### config.mk
export PLATFORM = sky130hd
export DESIGN_NAME = dbus_slave
export DESIGN_NICKNAME = d
export VERILOG_FILES = /design/src/rtl/dbus_slave_pkg.sv /design/src/rtl/dbus_sync.sv /design/src/rtl/dbus_frame_ctl.sv /design/src/rtl/dbus_rd_shift.sv /design/src/rtl/dbus_slave.sv
export SDC_FILE = /design/constraint.sdc
export NUM_CORES = 1
export LEC_CHECK = 0
export BUFFER_PORTS_ARGS = -buffer_cell sky130_fd_sc_hd__buf_4
export CAP_MARGIN = 15
export CORE_UTILIZATION = 56
export CTS_BUF_LIST = sky130_fd_sc_hd__clkbuf_16
export CTS_CLUSTER_SIZE = 40
export DETAILED_ROUTE_END_ITERATION = 10
export GPL_ROUTABILITY_DRIVEN = 1
export PLACE_DENSITY = 0.79
export SYNTH_ARGS = -nofsm -noshare
export SYNTH_HDL_FRONTEND = slang
export SYNTH_SLANG_ARGS = --single-unit
### constraint.sdc
create_clock -name clk -period 2.5 [get_ports clk]
set_input_delay 0 -clock clk [delete_from_list [all_inputs] [get_ports clk]]
set_output_delay 0 -clock clk [all_outputs]
set_load 0.005 [all_outputs]
### src/rtl/dbus_slave_pkg.sv
package dbus_slave_pkg;

  typedef enum logic [2:0] {
    FS_IDLE  = 3'd0,
    FS_HDR   = 3'd1,
    FS_WDATA = 3'd2,
    FS_HOLD  = 3'd3,
    FS_RDATA = 3'd4,
    FS_SKIP  = 3'd5
  } frame_state_e;

endpackage

### src/rtl/dbus_sync.sv
// Multi-bit input synchroniser with a rising-edge detector on bit 0.
module dbus_sync #(
  parameter int               WIDTH     = 3,
  parameter int               STAGES    = 2,
  parameter logic [WIDTH-1:0] RESET_VAL = '0
) (
  input  logic             clk,
  input  logic             rst_n,
  input  logic [WIDTH-1:0] async_i,
  output logic [WIDTH-1:0] sync_o,
  output logic             rise_o
);

  logic [WIDTH-1:0] stage_q [STAGES];
  logic             prev_q;

  for (genvar s = 0; s < STAGES; s++) begin : g_stage
    if (s == 0) begin : g_first
      always_ff @(posedge clk or negedge rst_n) begin
        if (!rst_n) stage_q[0] <= RESET_VAL;
        else        stage_q[0] <= async_i;
      end
    end else begin : g_chain
      always_ff @(posedge clk or negedge rst_n) begin
        if (!rst_n) stage_q[s] <= RESET_VAL;
        else        stage_q[s] <= stage_q[s-1];
      end
    end
  end

  assign sync_o = stage_q[STAGES-1];

  always_ff @(posedge clk or negedge rst_n) begin
    if (!rst_n) prev_q <= RESET_VAL[0];
    else        prev_q <= sync_o[0];
  end

  assign rise_o = sync_o[0] & ~prev_q;

endmodule

### src/rtl/dbus_frame_ctl.sv
// Frame decoder: header capture, write data capture, commit window, read sequencing.
module dbus_frame_ctl
  import dbus_slave_pkg::*;
#(
  parameter int               DEV_W      = 3,
  parameter logic [DEV_W-1:0] DEV_ID     = 3'b101,
  parameter int               REG_AW     = 5,
  parameter int               DATA_W     = 16,
  parameter int               HOLD_EDGES = 2   // must be 2 or more
) (
  input  logic              clk,
  input  logic              rst_n,
  input  logic              bit_rise_i,
  input  logic              en_n_i,
  input  logic              din_i,
  output logic              rd_start_o,
  output logic              rd_step_o,
  output logic              rd_release_o,
  output logic [REG_AW-1:0] reg_addr_o,
  output logic              wr_stb_o,
  output logic [DATA_W-1:0] wr_data_o
);

  localparam int HDR_BITS = DEV_W + 1 + REG_AW;
  localparam int CNT_W    = $clog2(HDR_BITS + DATA_W + 1);
  localparam int HOLD_W   = $clog2(HOLD_EDGES + 1);
  localparam logic [CNT_W-1:0]  CNT_ONE   = CNT_W'(1);
  localparam logic [CNT_W-1:0]  LAST_HDR  = CNT_W'(HDR_BITS - 1);
  localparam logic [CNT_W-1:0]  DATA_FULL = CNT_W'(DATA_W);
  localparam logic [HOLD_W-1:0] HOLD_ONE  = HOLD_W'(1);
  localparam logic [HOLD_W-1:0] HOLD_LAST = HOLD_W'(HOLD_EDGES - 1);

  frame_state_e        state_q, state_n;
  logic [CNT_W-1:0]    cnt_q, cnt_n;
  logic [HDR_BITS-1:0] hdr_q, hdr_n;
  logic [DATA_W-1:0]   dat_q, dat_n;
  logic [HOLD_W-1:0]   hold_q, hold_n;
  logic [REG_AW-1:0]   addr_q, addr_n;
  logic                stb_q, stb_n;

  logic [HDR_BITS-1:0] hdr_shift;
  logic [HDR_BITS-1:0] hdr_first;
  logic [DEV_W-1:0]    hdr_dev;
  logic                hdr_rd;
  logic [REG_AW-1:0]   hdr_addr;

  assign hdr_shift = {hdr_q[HDR_BITS-2:0], din_i};
  assign hdr_first = {{(HDR_BITS-1){1'b0}}, din_i};
  assign hdr_dev   = hdr_shift[HDR_BITS-1 -: DEV_W];
  assign hdr_rd    = hdr_shift[REG_AW];
  assign hdr_addr  = hdr_shift[REG_AW-1:0];

  always_comb begin
    state_n      = state_q;
    cnt_n        = cnt_q;
    hdr_n        = hdr_q;
    dat_n        = dat_q;
    hold_n       = hold_q;
    addr_n       = addr_q;
    stb_n        = 1'b0;
    rd_start_o   = 1'b0;
    rd_step_o    = 1'b0;
    rd_release_o = 1'b0;
    if (bit_rise_i) begin
      unique case (state_q)
        FS_IDLE: begin
          if (!en_n_i) begin
            hdr_n   = hdr_first;
            cnt_n   = CNT_ONE;
            state_n = FS_HDR;
          end
        end
        FS_HDR: begin
          if (en_n_i) begin
            state_n = FS_IDLE;
          end else begin
            hdr_n = hdr_shift;
            cnt_n = cnt_q + CNT_ONE;
            if (cnt_q == LAST_HDR) begin
              cnt_n  = '0;
              addr_n = hdr_addr;
              if (hdr_dev != DEV_ID) state_n = FS_SKIP;
              else if (hdr_rd)       state_n = FS_RDATA;
              else                   state_n = FS_WDATA;
            end
          end
        end
        FS_WDATA: begin
          if (en_n_i) begin
            if (cnt_q == DATA_FULL) begin
              state_n = FS_HOLD;
              hold_n  = HOLD_ONE;
            end else begin
              state_n = FS_IDLE;
            end
          end else if (cnt_q != DATA_FULL) begin
            dat_n = {dat_q[DATA_W-2:0], din_i};
            cnt_n = cnt_q + CNT_ONE;
          end
        end
        FS_HOLD: begin
          if (en_n_i) begin
            if (hold_q == HOLD_LAST) begin
              stb_n   = 1'b1;
              state_n = FS_IDLE;
            end else begin
              hold_n = hold_q + HOLD_ONE;
            end
          end else begin
            hdr_n   = hdr_first;
            cnt_n   = CNT_ONE;
            state_n = FS_HDR;
          end
        end
        FS_RDATA: begin
          if (en_n_i) begin
            rd_release_o = 1'b1;
            state_n      = FS_IDLE;
          end else if (cnt_q == '0) begin
            rd_start_o = 1'b1;
            cnt_n      = CNT_ONE;
          end else begin
            rd_step_o = 1'b1;
          end
        end
        FS_SKIP: begin
          if (en_n_i) state_n = FS_IDLE;
        end
        default: state_n = FS_IDLE;
      endcase
    end
  end

  always_ff @(posedge clk or negedge rst_n) begin
    if (!rst_n) begin
      state_q <= FS_IDLE;
      cnt_q   <= '0;
      hdr_q   <= '0;
      dat_q   <= '0;
      hold_q  <= '0;
      addr_q  <= '0;
      stb_q   <= 1'b0;
    end else begin
      stb_q <= stb_n;
      if (bit_rise_i) begin
        state_q <= state_n;
        cnt_q   <= cnt_n;
        hdr_q   <= hdr_n;
        dat_q   <= dat_n;
        hold_q  <= hold_n;
        addr_q  <= addr_n;
      end
    end
  end

  assign reg_addr_o = addr_q;
  assign wr_stb_o   = stb_q;
  assign wr_data_o  = dat_q;

endmodule

### src/rtl/dbus_rd_shift.sv
// Read-data serialiser and pad output enable.
module dbus_rd_shift #(
  parameter int DATA_W = 16
) (
  input  logic              clk,
  input  logic              rst_n,
  input  logic              start_i,
  input  logic              step_i,
  input  logic              release_i,
  input  logic [DATA_W-1:0] par_i,
  output logic              sd_o,
  output logic              oe_o
);

  logic [DATA_W-1:0] sr_q, sr_n;
  logic              sd_q, sd_n;
  logic              oe_q, oe_n;

  always_comb begin
    sr_n = sr_q;
    sd_n = sd_q;
    oe_n = oe_q;
    if (release_i) begin
      sr_n = '0;
      sd_n = 1'b0;
      oe_n = 1'b0;
    end else if (start_i) begin
      sd_n = par_i[DATA_W-1];
      sr_n = {par_i[DATA_W-2:0], 1'b0};
      oe_n = 1'b1;
    end else if (step_i) begin
      sd_n = sr_q[DATA_W-1];
      sr_n = {sr_q[DATA_W-2:0], 1'b0};
    end
  end

  always_ff @(posedge clk or negedge rst_n) begin
    if (!rst_n) begin
      sr_q <= '0;
      sd_q <= 1'b0;
      oe_q <= 1'b0;
    end else begin
      sr_q <= sr_n;
      sd_q <= sd_n;
      oe_q <= oe_n;
    end
  end

  assign sd_o = sd_q;
  assign oe_o = oe_q;

endmodule

### src/rtl/dbus_slave.sv
module dbus_slave #(
  parameter int               DEV_W      = 3,
  parameter logic [DEV_W-1:0] DEV_ID     = 3'b101,
  parameter int               REG_AW     = 5,
  parameter int               DATA_W     = 16,
  parameter int               SYNC_DEPTH = 2,
  parameter int               HOLD_EDGES = 2
) (
  input  logic              clk,
  input  logic              rst_n,
  input  logic              dbus_clk,
  input  logic              dbus_en_n,
  input  logic              dbus_din,
  output logic              dbus_dout,
  output logic              dbus_doe,
  output logic              reg_wr_stb,
  output logic [REG_AW-1:0] reg_wr_addr,
  output logic [DATA_W-1:0] reg_wr_data,
  output logic [REG_AW-1:0] reg_rd_addr,
  input  logic [DATA_W-1:0] reg_rd_data
);

  localparam int RST_STAGES = 2;

  logic [RST_STAGES-1:0] rst_pipe_q;
  logic                  rst_n_int;
  logic [2:0]            bus_sync;
  logic                  bus_rise;
  logic                  en_n_s;
  logic                  din_s;
  logic                  rd_start, rd_step, rd_release;
  logic [REG_AW-1:0]     reg_addr;

  // asynchronous assertion, synchronous release
  always_ff @(posedge clk or negedge rst_n) begin
    if (!rst_n) rst_pipe_q <= '0;
    else        rst_pipe_q <= {rst_pipe_q[RST_STAGES-2:0], 1'b1};
  end
  assign rst_n_int = rst_pipe_q[RST_STAGES-1];

  dbus_sync #(
    .WIDTH    (3),
    .STAGES   (SYNC_DEPTH),
    .RESET_VAL(3'b010)
  ) u_sync (
    .clk    (clk),
    .rst_n  (rst_n_int),
    .async_i({dbus_din, dbus_en_n, dbus_clk}),
    .sync_o (bus_sync),
    .rise_o (bus_rise)
  );

  assign en_n_s = bus_sync[1];
  assign din_s  = bus_sync[2];

  dbus_frame_ctl #(
    .DEV_W     (DEV_W),
    .DEV_ID    (DEV_ID),
    .REG_AW    (REG_AW),
    .DATA_W    (DATA_W),
    .HOLD_EDGES(HOLD_EDGES)
  ) u_frame (
    .clk         (clk),
    .rst_n       (rst_n_int),
    .bit_rise_i  (bus_rise),
    .en_n_i      (en_n_s),
    .din_i       (din_s),
    .rd_start_o  (rd_start),
    .rd_step_o   (rd_step),
    .rd_release_o(rd_release),
    .reg_addr_o  (reg_addr),
    .wr_stb_o    (reg_wr_stb),
    .wr_data_o   (reg_wr_data)
  );

  dbus_rd_shift #(
    .DATA_W(DATA_W)
  ) u_rd (
    .clk      (clk),
    .rst_n    (rst_n_int),
    .start_i  (rd_start),
    .step_i   (rd_step),
    .release_i(rd_release),
    .par_i    (reg_rd_data),
    .sd_o     (dbus_dout),
    .oe_o     (dbus_doe)
  );

  assign reg_wr_addr = reg_addr;
  assign reg_rd_addr = reg_addr;

endmodule

==> results by group, run 1 <==
Cells and area
  – Most frequent cells in the layout: dfrtp_1, buf_4, nand2_1, mux2_1, dlygate4sd3_1
  – Reg area: 1655 um^2
  – Area of the multi-input gates: 1219 um^2
  – Filler cells: 334
  – Syn-to-layout area delta: 30.39%
  – Fin nets: 343
  – Commonest non-fill, non-tap cell in the layout: dfrtp_1
  – Antenna cell count: 0
  – Share of layout cells above drive strength 1: 24.07%

Timing
  – Tmin final: 2024 ps
  – Fmax: 0.4940 GHz
  – Fin crit share: 80.97%
  – Slew Limit Fails: 0
  – RSZ-0062 raised after global routing: no
  – Final setup TNS: 0 ps
  – Relative slew slack: 58.76%
  – Worst Max-Slew Pin Slew: 616.9 ps
  – Fin. Hold Viols: 0
  – Final setup fails: 0
  – Final Skew: 10.05 ps
  – Minimum hold slack: 244.4 ps

Power and ir drop
  – Sw frac: 29.00%
  – Seq pwr share: 44.1%
  – Clock share of power: 34.9%
  – Net Sw Power: 0.9735 mW
  – Power per cell area: 865.1 nW/um^2
  – Comb pwr share: 21.0%
  – Max VDD drop: 0.5853 mV
  – Pleak: 1.903 nW
  – P_int: 2.384 mW

Drt
  – Vias: 2,183
  – Vias per cell: 5.541
  – DRC Markers: 0
  – Routed Antenna Nets: 0
  – DRT iter0 DRCs: 136
  – Final WL: 5872 um
  – Pre-antenna DRT Iters: 4
  – Detailed-route wire length per cell: 14.90 um

Synthesis
  – Main area contributors after synthesis: dfrtp_1, mux2_1, mux2i_1
  – Adder-cell share of the synthesized area: 1.261%
  – Xor/xnor share of the synthesized area: 0%
  – Yosys reg bits: 66
  – Dominant synthesized flop cell: dfrtp_1
  – Mapped Cells: 250
  – Syn Nets: 274
  – Synthesized area per cell: 11.91 um^2
  – Synthesized area: 2977 um^2
  – Fraction of registers with async set/reset: 100.0%
  – Top cell type's share of synthesized area: 53.80%
  – Compound-Gate Fraction of Synth Area: 12.90%
  – Largest family of logic cells by synthesized area: multiplexers
  – Cell type with the largest total area after synthesis: dfrtp_1
  – YS warnings: 0
  – Post-synth EDFFs: 0
  – Mux cell area share after synthesis: 14.46%
  – Register area share after synthesis: 55.57%
  – Simple-gate share of the synthesized area: 11.90%
  – Number of distinct library cells after synthesis: 47

Place
  – IO buf count: 49
  – Routability congestion estimate: 0.8496
  – DP Wirelength: 3675 um

Clock network
  – H-tree Lvls: 3
  – Bufs on Longest Clock Path: 2
  – Post-CTS resize count: 0
  – Clk root buf: clkbuf_16
  – Clock slew at reported path FFs: 60 ps
  – Clock sink total: 66
  – Clk Latency, worst-skew pair: 320 ps
  – Number of buffers created by CTS: 9
  – TritonCTS clock tree: built

Setup path
  – Reg2reg path depth: 6
  – R2R Path Start: u_frame.cnt_q[0]
  – Worst Setup SP: u_frame.cnt_q[0]
  – Worst-path fanout max: 16
  – WP data arrival: 2220 ps
  – Critical Setup Path Class: register to register
  – Critical Path End Type: register
  – Crit start category: register
  – CP required: 2700 ps
  – Flop2flop setup slack: 480 ps
  – Reg-to-Reg End: u_frame.wr_data_o[0]

Die
  – Die width: 74.91 um
  – Die area: 5611 um^2
  – Starting Density: 58.28%
  – Die Y-Extent: 74.91 um
  – IO Count: 50
  – FP Rows: 26
  – Core Area: 5107 um^2

Global routing
  – Initial antenna violation count: 0
  – Vias in the first global route: 2,108
  – First-pass GRT wire length: 9908 um
  – Largest net degree at the start of global routing: 43
  – Total global-route track usage: 23.89%
  – Remaining Overflow, GRT: 0

Worst hold path
  – Worst hold path type: register to async pin

Flow run
  – Max-cap violations: 0

Status
  – Outcome: complete, no violations
## through the flow
step | worst slack (ps) | instances | utilization [%] | total power [mW] | instance area, um^2
floorplan | 529.6 | 250 | - | 1.941 | 2977
global placement | 622.7 | 357 | 66.39 | 2.112 | 3391
detailed placement | 538.0 | 357 | 66.39 | 2.155 | 3391
CTS | 484.1 | 394 | 75.99 | 3.363 | 3881
global route | 379.5 | 394 | 75.99 | 3.560 | 3881
finish | 475.8 | 394 | 75.99 | 3.358 | 3881
## synth_stat cells (2+ instances only)
library cell and number:
a21oi_1 8, clkbuf_1 5, inv_1 5, dfstp_2 2
ha_1 3, buf_4 7, inv_2 2, nand2_1 25
buf_2 3, o21ai_0 3, nor2b_1 4, nor2_1 8
nor3_1 2, o2bb2ai_1 2, and2b_1 2, a22o_1 12
nand2b_1 3, nand3_1 2, o21ai_1 19, a31o_1 2
mux2_1 24, dfrtp_1 64, mux2i_1 16, and3_1 4
## per-layer routing
layer | share of wire, % | track usage, % | up-vias | wire (um)
li1 | - | - | 1031 | -
met1 | 43 | 32.33 | 1080 | 2529
met2 | 51 | 36.54 | 59 | 3011
met3 | 4.2 | 6.961 | 13 | 246
met4 | 1.4 | 9.434 | 0 | 85
met5 | 0 | 0 | - | 0
## logic make-up after synthesis
group / count (synthesis)
muxes: 40
and+or+nand+nor: 61
AOI/OAI and AO/OA: 57
buffers and inverters: 22
adders and majority gates: 3
other: 1
DFF: 66
## power groups by stage
stage,Sequential (mW),Combinational [mW],Clock [mW]
after floorplan,1.43,0.513,0
after global routing,1.51,0.790,1.26
final,1.48,0.706,1.17
after global placement,1.48,0.633,0
after CTS,1.48,0.701,1.18
after detailed placement,1.49,0.661,0
## worst max-delay path: stages (launching register included)
cell	delay, ps
dfrtp_1	410
inv_1	110
ha_1	190
nor3b_2	280
and2_1	260
nand3b_4	290
mux2_1	360
## sequential cells by signal, indices dropped and copies added (netlist names)
register and cells:
u_rd.oe_o 1, u_frame.hdr_q 8, u_frame.wr_data_o 16, u_rd.sr_q 15, u_frame.reg_addr_o 5, u_frame.cnt_q 5, u_frame.state_q 3, u_sync.prev_q 1
u_frame.wr_stb_o 1, u_sync.stage_q 3, u_frame.hold_q 2, u_rd.sd_o 1, u_sync.sync_o 3, rst_pipe_q 2
## worst max-delay path by stage
stage          cells after the start                    end  slack, ps
2_1_floorplan                      0       u_frame.cnt_q[0]        530
3_3_place_gp                       6  u_frame.wr_data_o[13]        620
3_5_place_dp                       6   u_frame.wr_data_o[0]        540
4_1_cts                            6   u_frame.wr_data_o[0]        480
5_1_grt                            6   u_frame.wr_data_o[9]        380
6_report                           6   u_frame.wr_data_o[0]        480
## final cells by class
cell class,instances,share of cell area [%]
Clock buffer,9,5.803
Multi-Input combinational cell,162,31.40
Timing Repair Buffer,73,15.80
Tap cell,70,2.257
Sequential cell,66,42.65
Clock inverter,7,1.418
Inverter,7,0.6770
## repair_timing
| action | in CTS | in global routing |
|---|---|---|
| hold endpoints to repair | 21 | 0 |
| hold buffers | 21 | 0 |
| buffers inserted | 0 | 0 |
Note: power is estimated with default switching activity, not from simulation.
==> run 2: changes to the inputs <==
Clock period 2.5 ns to 2 ns, I/O delays scaled along.
==> results by group, run 2 (synthesized netlist as in run 1, its figures left out) <==
Cells and area
  – Non-Filler Cell Area, Final: 3970 um^2 (+2.3%)
  – Filler cells: 315 (-5.7%)
  – Antenna cell count: 0 (unchanged)
  – Post-route insts no fill: 401 (+1.8%)
  – Largest register FFs: 16 (unchanged)
  – Share of layout cells above drive strength 1: 26.59% (+2.5 points)
  – Syn-to-layout area delta: 33.38%
  – Commonest non-fill, non-tap cell in the layout: dfrtp_1
  – Fin nets: 350 (+2.0%)
  – Most frequent cells in the layout: dfrtp_1, buf_4, nand2_1, mux2_1

Die
  – FP Rows: 26 (unchanged)
  – Core Area: 5107 um^2 (unchanged)
  – Die Y-Extent: 74.91 um (unchanged)
  – Die width: 74.91 um (unchanged)
  – IO Count: 50 (unchanged)
  – Die area: 5611 um^2 (unchanged)
  – Starting Density: 58.28% (unchanged)

Timing
  – Final setup fails: 0 (unchanged)
  – Slew Limit Fails: 0 (unchanged)
  – RSZ-0062 raised after global routing: no
  – Fmax: 0.5265 GHz (+6.6%)
  – Worst Max-Slew Pin Slew: 610.7 ps (-6.183 ps)
  – Tmin final: 1899 ps (-125.0 ps)
  – Fin. Hold Viols: 0 (unchanged)
  – Final Skew: 5.438 ps (-4.613 ps)
  – Final setup TNS: 0 ps (unchanged)
  – Fin crit share: 94.96% (+14 points)
  – Relative slew slack: 59.29% (+0.53 points)

Global routing
  – Largest net degree at the start of global routing: 40 (-7.0%)
  – Total global-route track usage: 23.70% (-0.19 points)
  – Initial antenna violation count: 0 (unchanged)
  – Vias in the first global route: 2,055 (-2.5%)
  – Remaining Overflow, GRT: 0 (unchanged)
  – First-pass GRT wire length: 9735 um (-1.7%)

Drt
  – Pre-antenna DRT Iters: 4 (unchanged)
  – Final WL: 6087 um (+3.7%)
  – DRC Markers: 0 (unchanged)
  – Detailed-route wire length per cell: 15.18 um (+1.9%)
  – Vias: 2,217 (+1.6%)
  – DRT iter0 DRCs: 157 (+15%)
  – Vias per cell: 5.529 (-0.22%)
  – Routed Antenna Nets: 0 (unchanged)

Power and ir drop
  – Power per cell area: 1110 nW/um^2 (+28%)
  – Max VDD drop: 0.7952 mV (+36%)
  – Final Power: 4.407 mW (+31%)
  – Pleak: 1.942 nW (+2.1%)

Place
  – Cells after DPL: 363 (+1.7%)
  – Routability congestion estimate: 0.8270 (-2.7%)
  – Cell Area, Placed: 3436 um^2 (+1.3%)
  – DP Wirelength: 3660 um (-0.41%)
  – IO buf count: 49 (unchanged)

Setup path
  – Worst-path fanout max: 4 (-12)
  – CP required: 2200 ps (-500 ps)
  – Critical Path End Type: register
  – Crit start category: register
  – Critical Setup Path Class: register to register
  – R2R Path Start: u_frame.cnt_q[1]
  – Worst Setup SP: u_frame.cnt_q[1]
  – WP data arrival: 2100 ps (-120 ps)

Status
  – Outcome: complete, no violations

Clock network
  – Clock slew at reported path FFs: 60 ps (about the same)
  – Clk Latency, worst-skew pair: 320 ps (about the same)
  – H-tree Lvls: 3 (unchanged)
  – Clock sink total: 66 (unchanged)
  – Clk root buf: clkbuf_16
  – TritonCTS clock tree: built
  – Number of buffers created by CTS: 9 (unchanged)
  – Bufs on Longest Clock Path: 2 (unchanged)

Flow run
  – Max-cap violations: 0 (unchanged)

Worst hold path
  – Worst hold path type: input port to register
  – Min-delay src: reg_rd_data[5]
## run 2: changes by cell type in the layout (fill, tap and decap cells not counted), sizes merged
cell,change
dlygate4sd3,-2
buf,+9
clkinv,+2
bufinv,+1
inv,-3
## run 2: stage by stage
stage               util [%]  hold slack (ps)  setup WS, ps
global route           77.73            8.200         8.034
floorplan                  -           -295.6         29.62
global placement       67.27           -216.3         169.7
detailed placement     67.27           -216.4         115.1
CTS                    77.05            2.874         57.28
finish                 77.73            12.27         100.8
## run 2: final timing paths
path	to	slack, ps	cells past startpoint
max in group asynchronous	u_sync.stage_q[4]	1050	1
setup reg to reg	u_frame.state_q[0]	100	7
setup / recovery	u_frame.state_q[0]	100	7
hold / removal	u_rd.sr_q[6]	10	3
min in group asynchronous	u_rd.sr_q[12]	280	0
hold reg to reg	u_rd.sr_q[12]	280	0
## run 2: routing by layer
| layer | vias up | routed length [um] | global-route usage, % |
|---|---|---|---|
| li1 | 1053 | - | - |
| met1 | 1097 | 2687 | 32.47 |
| met2 | 59 | 3075 | 37.14 |
| met3 | 8 | 257 | 6.158 |
| met4 | 0 | 65 | 7.757 |
| met5 | - | 0 | 0 |
## run 2: timing repair
item / CTS / global route
gates resized for setup: 0 / 2
hold endpoints to repair: 19 / 0
buffers inserted: 0 / 3
setup endpoints to repair: 0 / 17
hold buffers: 19 / 0
## run 2: final cells by class
| cell class | count | area, um^2 | area share [%] |
|---|---|---|---|
| Inverter | 7 | 26.28 | 0.6618 |
| Tap cell | 70 | 87.58 | 2.206 |
| Multi-Input combinational cell | 162 | 1231 | 31.01 |
| Clock inverter | 7 | 83.83 | 2.112 |
| Clock buffer | 9 | 225.2 | 5.673 |
| Sequential cell | 66 | 1655 | 41.70 |
| Timing Repair Buffer | 80 | 660.6 | 16.64 |
## run 2: worst max-delay path, cell delays in order (launching register included)
cell and delay, ps:
dfrtp_1 380, inv_1 60, ha_1 200, and4bb_2 260
inv_2 50, a21oi_1 60, o311ai_2 400, mux2_1 370
## run 2: where the power goes
part	total [mW]	switching, mW	internal, mW
Clock	1.62	0.544	1.07
Sequential	1.87	0.263	1.60
Combinational	0.922	0.449	0.472
Total	4.41	1.26	3.15
